--- config.mk ---
export PLATFORM = sky130hd
export DESIGN_NAME = fold_reducer
export DESIGN_NICKNAME = d
export VERILOG_FILES = /design/src/rtl/fold_reducer_pkg.sv /design/src/rtl/fold_unit.sv /design/src/rtl/stage_reg.sv /design/src/rtl/canon_unit.sv /design/src/rtl/fold_reducer.sv
export SDC_FILE = /design/constraint.sdc
export NUM_CORES = 1
export LEC_CHECK = 0
export ABC_CLOCK_PERIOD_IN_PS = 6100
export CORE_ASPECT_RATIO = 0.9
export CORE_MARGIN = 3
export CORE_UTILIZATION = 45
export CTS_CLUSTER_SIZE = 28
export DETAILED_ROUTE_END_ITERATION = 12
export DONT_BUFFER_PORTS = 1
export PLACE_DENSITY = 0.63
export SYNTH_ARGS = -nofsm -noshare
export SYNTH_HDL_FRONTEND = slang
export SYNTH_SLANG_ARGS = --single-unit
--- constraint.sdc ---
create_clock -name clk_i -period 6.1 [get_ports clk_i]
set_input_delay 0.61 -clock clk_i [delete_from_list [all_inputs] [get_ports clk_i]]
set_output_delay 0.61 -clock clk_i [all_outputs]
set_load 0.03 [all_outputs]
--- src/rtl/fold_reducer_pkg.sv ---
package fold_reducer_pkg;

  // 2^RES_W is congruent to FOLD_C modulo the prime 2^RES_W - FOLD_C
  localparam int FOLD_C     = 5;
  localparam int MUL_SHIFT  = 2;   // FOLD_C = 1 + (1 << MUL_SHIFT)
  localparam int FOLD_GROW  = MUL_SHIFT + 1;

  // Width of the operand held after k folds.
  function automatic int fold_w(input int in_w, input int res_w, input int k);
    int w;
    w = in_w;
    for (int i = 0; i < k; i++) begin
      w = (((w - res_w + FOLD_GROW) > res_w) ? (w - res_w + FOLD_GROW) : res_w) + 1;
    end
    return w;
  endfunction

endpackage

--- src/rtl/fold_unit.sv ---
module fold_unit
  import fold_reducer_pkg::*;
#(
  parameter int IN_W  = 259,
  parameter int OUT_W = 133,
  parameter int RES_W = 130
) (
  input  logic [IN_W-1:0]  x_i,
  output logic [OUT_W-1:0] y_o
);

  localparam int HI_W = IN_W - RES_W;

  logic [HI_W-1:0]  hi;
  logic [RES_W-1:0] lo;

  assign {hi, lo} = x_i;

  // hi * 5 as hi + (hi << 2), no multiplier
  assign y_o = OUT_W'(hi) + (OUT_W'(hi) << MUL_SHIFT) + OUT_W'(lo);

endmodule

--- src/rtl/stage_reg.sv ---
module stage_reg #(
  parameter int W = 130
) (
  input  logic         clk_i,
  input  logic         rst_ni,
  input  logic         vld_i,
  input  logic [W-1:0] d_i,
  output logic         vld_o,
  output logic [W-1:0] q_o
);

  always_ff @(posedge clk_i or negedge rst_ni) begin
    if (!rst_ni) vld_o <= 1'b0;
    else         vld_o <= vld_i;
  end

  // data is not reset; captured only with a valid beat
  always_ff @(posedge clk_i) begin
    if (vld_i) q_o <= d_i;
  end

endmodule

--- src/rtl/canon_unit.sv ---
module canon_unit
  import fold_reducer_pkg::*;
#(
  parameter int W = 130
) (
  input  logic [W-1:0] x_i,
  output logic [W-1:0] y_o
);

  localparam logic [W-1:0] MODULUS = {W{1'b1}} - W'(FOLD_C - 1);

  // input < 2^W < 2*MODULUS, so one subtraction suffices
  assign y_o = (x_i >= MODULUS) ? (x_i - MODULUS) : x_i;

endmodule

--- src/rtl/fold_reducer.sv ---
module fold_reducer
  import fold_reducer_pkg::*;
#(
  parameter int IN_W      = 259,
  parameter int RES_W     = 130,
  parameter int NUM_FOLDS = 2,
  parameter bit CANON     = 1'b1
) (
  input  logic             clk_i,
  input  logic             rst_ni,
  input  logic             in_valid_i,
  input  logic [IN_W-1:0]  prod_i,
  output logic             out_valid_o,
  output logic [RES_W-1:0] res_o
);

  localparam int FIRST_W = fold_w(IN_W, RES_W, 1);
  localparam int LAST_W  = fold_w(IN_W, RES_W, NUM_FOLDS);

  logic               first_vld;
  logic [FIRST_W-1:0] first_q;
  logic               last_vld;
  logic [LAST_W-1:0]  last_q;

  for (genvar k = 0; k < NUM_FOLDS; k++) begin : g_fold
    localparam int SW_IN  = fold_w(IN_W, RES_W, k);
    localparam int SW_OUT = fold_w(IN_W, RES_W, k + 1);

    logic [SW_IN-1:0]  src;
    logic              src_vld;
    logic [SW_OUT-1:0] sum;
    logic [SW_OUT-1:0] q;
    logic              vld;

    if (k == 0) begin : g_head
      assign src     = prod_i;
      assign src_vld = in_valid_i;
    end else begin : g_link
      assign src     = g_fold[k-1].q;
      assign src_vld = g_fold[k-1].vld;
    end

    fold_unit #(.IN_W(SW_IN), .OUT_W(SW_OUT), .RES_W(RES_W)) u_fold (
      .x_i(src),
      .y_o(sum)
    );

    stage_reg #(.W(SW_OUT)) u_reg (
      .clk_i (clk_i),
      .rst_ni(rst_ni),
      .vld_i (src_vld),
      .d_i   (sum),
      .vld_o (vld),
      .q_o   (q)
    );
  end

  assign first_vld = g_fold[0].vld;
  assign first_q   = g_fold[0].q;
  assign last_vld  = g_fold[NUM_FOLDS-1].vld;
  assign last_q    = g_fold[NUM_FOLDS-1].q;

  if (CANON) begin : g_canon
    logic [RES_W-1:0] canon_d;

    canon_unit #(.W(RES_W)) u_canon (
      .x_i(last_q[RES_W-1:0]),
      .y_o(canon_d)
    );

    stage_reg #(.W(RES_W)) u_out (
      .clk_i (clk_i),
      .rst_ni(rst_ni),
      .vld_i (last_vld),
      .d_i   (canon_d),
      .vld_o (out_valid_o),
      .q_o   (res_o)
    );
  end else begin : g_raw
    assign out_valid_o = last_vld;
    assign res_o       = last_q[RES_W-1:0];
  end

endmodule

Word-level counts from Yosys, hierarchy flattened
Cells that the tools add are included.
{"block": "op_classes", "add_sub_neg": 5, "muxes": 1, "n_lt_le_gt_ge": 1}
{"op": "$add A132 B130 Y133", "count": 1}
{"op": "$add A129 B131 Y132", "count": 1}
{"op": "$add A6 B130 Y130", "count": 1}
{"op": "$ge A130 B130 Y1 const B", "count": 1}
{"op": "$mux W130", "count": 1}
{"op": "$sub A130 B130 Y130 const B", "count": 1}
{"op": "$add A3 B5 Y6", "count": 1}
{"block": "totals", "register_bits": 396}

Logic depth before layout (Yosys ltp)
{"block": "depth", "word_depth": 2, "ltp_mapped": 15, "depth_no_buf": 15}

Hierarchy
Synthesis repeated with hierarchy kept, for this count alone.
{"block": "hier_totals", "hier_cells": 3733, "area_unflattened_um2": 33836.2}
{"module": "fold_unit (g_fold[0].u_fold)", "seq_area_each_um2": 0.0, "area_each_um2": 16853.7, "cells_per_inst": 2582, "n_inst": 1}
{"module": "stage_reg (g_fold[0].u_reg)", "seq_area_each_um2": 4018.9, "area_each_um2": 4018.9, "cells_per_inst": 134, "n_inst": 1}
{"module": "stage_reg (g_fold[1].u_reg)", "seq_area_each_um2": 3958.8, "area_each_um2": 3958.8, "cells_per_inst": 132, "n_inst": 1}
{"module": "stage_reg (g_canon.u_out)", "seq_area_each_um2": 3928.8, "area_each_um2": 3928.8, "cells_per_inst": 131, "n_inst": 1}
{"module": "fold_unit (g_fold[1].u_fold)", "seq_area_each_um2": 0.0, "area_each_um2": 3862.5, "cells_per_inst": 562, "n_inst": 1}
{"module": "canon_unit", "seq_area_each_um2": 0.0, "area_each_um2": 1213.7, "cells_per_inst": 192, "n_inst": 1}

Worst setup path after synthesis
OpenSTA, ideal clock, no wires.
{"block": "synth_timing", "kind": "in2reg", "start": "in prod_i[3]", "end": "reg g_fold[0].u_reg.q_o[117], data pin", "stages": 13, "setup_slack_ns": 1.977, "required_ns": 5.838, "arrival_ns": 3.862, "path_cell_list": "fa_1 > ha_1 > a21o_1 > and4_4 > o211ai_4 > a2111oi_2 > nor2_1 > o41a_1 > o21a_1 > o41a_1 > o31ai_1 > o31ai_1 > xnor2_1"}
{"block": "synth_between", "elab_chain_cells": 1}
{"item": "start, declared", "line_no": "fold_reducer.sv:12", "rtl": "input logic [IN_W-1:0] prod_i,"}
{"item": "$add A132 B130 Y133", "line_no": "fold_unit.sv:20", "rtl": "assign y_o = OUT_W'(hi) + (OUT_W'(hi) << MUL_SHIFT) + OUT_W'(lo);"}
{"item": "named net g_fold[0].sum[117]", "line_no": "fold_reducer.sv:31", "rtl": "logic [SW_OUT-1:0] sum;"}
{"item": "end signal, assigned", "line_no": "stage_reg.sv:19", "rtl": "if (vld_i) q_o <= d_i;"}
{"item": "end, declared", "line_no": "stage_reg.sv:9", "rtl": "output logic [W-1:0] q_o"}
The timed path passes the listed nets, and every way through them passes these cells.
A chain may end at the register's enable or synchronous reset.

Worst setup path after layout
{"block": "layout_timing", "start": "in prod_i[2]", "end": "reg g_fold[0].u_reg.q_o[130], data pin"}
The elaborated chain is that of the path after synthesis.

==> summary.md <==
| Metric | Value |
|---|---|
| Setup Skew | `0.0122 ns` |
| Rows | `83` |
| # Max-Cap Violations | `0` |
| Most used DFF post-synth | `edfxtp_1` |
| Worst slew margin | `25.8%` |
| Status | `completed` |
| Worst Reg-to-Reg Cells | `15` |
| Crit path to | `g_fold[0].u_reg.q_o[130]` |
| Fmax | `0.199 GHz` |
| Crit path launch type | `primary input` |
| Hold WC Path Type | `primary input to flip-flop` |
| Avg WL per Cell | `23.8 um` |
| Initial antenna violation count | `1` |
| Die W | `263 um` |
| Final period util | `82.5%` |
| Via count | `19000` |
| CTS Buffer Depth | `3` |
| Commonest non-fill, non-tap cells in the layout | `edfxtp_1, nand2_1, a21oi_1, xnor2_1, ha_1` |
| Reg2reg start | `g_fold[0].u_reg.q_o[131]` |
| Residual DRC | `0` |
| Most common cell after layout, fill and taps aside | `edfxtp_1` |
| Largest net degree at the start of global routing | `134` |
| CP max FO | `5` |
| #FFs+latches synth | `395` |
| Number of global-route vias before repair | `19100` |
| CP startpoint | `prod_i[2]` |
| H-tree Lvls | `2` |
| Syn Nets | `2980` |
| Area Growth Syn to Fin | `8.04%` |
| Asr flop ratio synth | `0.759%` |
| Via/cell ratio | `5.89` |
| Post-DRT Antenna Nets | `0` |
| Setup violators final | `0` |
| Share of layout cells above drive strength 1 | `3.82%` |
| Synthesized area | `26600 um2` |
| ANT cells | `0` |
| Die height | `237 um` |
| CTS buffer count | `43` |
| TritonCTS clock tree | `built` |
| Total power | `10.3 mW` |
| Root Buffer | `clkbuf_16` |
| Reg2reg end | `g_fold[1].u_reg.q_o[129]` |
| Detail Placement HPWL | `62.5 mm` |
| Maximum vdd drop | `0.186 mV` |
| Required time worst endpoint | `6.40 ns` |
| Critical path class | `primary input to flip-flop` |
| First-pass GRT wire length | `117 mm` |
| Die area | `62200 um2` |
| Initial Util | `46.1%` |
| Setup TNS | `0 ns` |
| RSZ-0062 raised after global routing | `no` |
| Unique masters post-synth | `71` |
| Synth Warn # | `0` |
| Worst Path Arrival | `5.34 ns` |
| Initial DRC count | `1698` |
| # IOs | `393` |
| Type of destination of the critical path | `flip-flop` |
| Core ar. | `57800 um2` |
| Setup slack, reg-to-reg | `1.72 ns` |
| Pwr dens | `357 nW/um2` |
| DRT Pass-1 Iters | `5` |
| Post-detailed-routing wire length | `76.6 mm` |
| Static leakage | `10.3 nW` |
| Max-slew violation count | `0` |
| Fillcell total | `5156` |
| Post-synth EDFFs | `392` |
| Clk_lat worst skew | `0.57 ns` |
| Buffers on Ports | `0` |
| Nets | `2958` |
| Worst-path clk slew | `0.06 ns` |
| Post_cts resized | `0` |
| Syn avg cell area | `10.9 um2` |
| GRT overflow | `0` |
| GPL Wtd Cong | `0.913` |
| Cells after synthesis | `2447` |
| Final Hold Viols | `0` |
| Total track usage | `24.3%` |
| Sequential share of the synthesized area | `44.5%` |
| Slew @ Worst Pin | `1.11 ns` |
| Clock period minus worst slack | `5.03 ns` |
| Clk sink count | `395` |
## layer usage
| layer | global-route usage, % | vias to the layer above | wire length (um) |
|---|---|---|---|
| li1 | - | 8965 | - |
| met1 | 35.6 | 9280 | 36000 |
| met2 | 37.7 | 661 | 34100 |
| met3 | 3.64 | 91 | 4480 |
| met4 | 6.55 | 0 | 1960 |
| met5 | 0 | - | 0 |
## worst min path at each step
stage	depth (start not counted)	slack, ns	from	endpoint
2_1_floorplan	0	0.31	rst_ni	g_canon.u_out.vld_o
3_3_place_gp	0	0.31	rst_ni	g_canon.u_out.vld_o
3_5_place_dp	0	0.31	rst_ni	g_canon.u_out.vld_o
4_1_cts	0	0.1	in_valid_i	g_fold[0].u_reg.vld_o
5_1_grt	0	0.14	in_valid_i	g_fold[0].u_reg.vld_o
6_report	0	0.18	in_valid_i	g_fold[0].u_reg.vld_o
## sequential cells by signal (all words and copies together), names as in the netlist
| name | flops |
|---|---|
| g_fold.u_reg.q_o | 262 |
| g_canon.u_out.q_o | 130 |
| g_fold.u_reg.vld_o | 2 |
| g_canon.u_out.vld_o | 1 |
## logic make-up after synthesis
kind of cell             share of synthesized area (%)
multiplexers                                     0.117
AND/OR/NAND/NOR                                   16.2
AO/OA/AOI/OAI                                     12.6
flip-flops                                        44.5
buffers and inverters                             2.00
XOR/XNOR                                          8.28
adder cells (fa/ha/maj)                           16.4
## report_power, final
| part | leakage, nW | switching (mW) | internal [mW] |
|---|---|---|---|
| sequential | 3.87 | 0.689 | 3.87 |
| clock | 0.675 | 1.07 | 1.49 |
| combinational | 5.72 | 1.92 | 1.23 |
## layout make-up
class | count | area [um2] | area share, %
clock buffer | 51 | 1130 | 3.92
clock inverter | 29 | 254 | 0.882
inverter | 62 | 233 | 0.808
multi-input combinational | 1913 | 14300 | 49.6
sequential | 395 | 11900 | 41.2
tap | 765 | 957 | 3.32
timing repair buffer | 10 | 90.1 | 0.313
## critical path, stage by stage
cell       delay [ns]
inv_1            0.04
fa_1             0.56
inv_1            0.08
ha_1             0.31
a211oi_1         0.28
o21ai_0          0.26
a22oi_1          0.28
a21oi_1          0.20
a21oi_1          0.79
a2111oi_1        0.20
a211oi_1         0.78
o21ai_0          0.33
a31oi_1          0.28
o21ai_0          0.15
xor2_1           0.18
## cells in the mapped netlist, types with 21 or more instances
| cell type | n | area share [%] |
|---|---|---|
| edfxtp_1 | 392 | 44 |
| nand2_1 | 223 | 3.1 |
| a21oi_1 | 219 | 4.1 |
| xnor2_1 | 184 | 6.0 |
| ha_1 | 142 | 6.7 |
| nor2_1 | 135 | 1.9 |
| fa_1 | 129 | 9.7 |
| o21ai_0 | 120 | 2.3 |
| nand4_1 | 112 | 2.6 |
| and2_1 | 75 | 1.8 |
| nand3_1 | 73 | 1.4 |
| nor2b_1 | 73 | 1.7 |
| xor2_1 | 68 | 2.2 |
| clkbuf_1 | 67 | 0.94 |
| inv_1 | 62 | 0.87 |
| nor3_1 | 51 | 0.96 |
| o21bai_1 | 49 | 1.4 |
| a21o_1 | 47 | 1.3 |
| and3_1 | 26 | 0.61 |
| nor4_1 | 21 | 0.49 |
## repair_timing
action / CTS / global route
setup buffers: 0 / 0
endpoints found under the setup margin: 0 / 0
endpoints found under the hold margin: 3 / 0
hold buffers: 1 / 0
## per-stage QoR
step	worst slack, ns	hold WS [ns]	std cells	area [um2]	util [%]
2_1_floorplan	1.98	0.314	2447	26600	-
3_3_place_gp	0.685	0.314	3144	27400	47.4
3_5_place_dp	0.564	0.314	3144	27400	47.4
4_1_cts	1.15	0.0965	3225	28800	49.8
5_1_grt	0.856	0.143	3225	28800	49.8
6_report	1.07	0.181	3225	28800	49.8
Note: power is estimated with default switching activity, not from simulation.
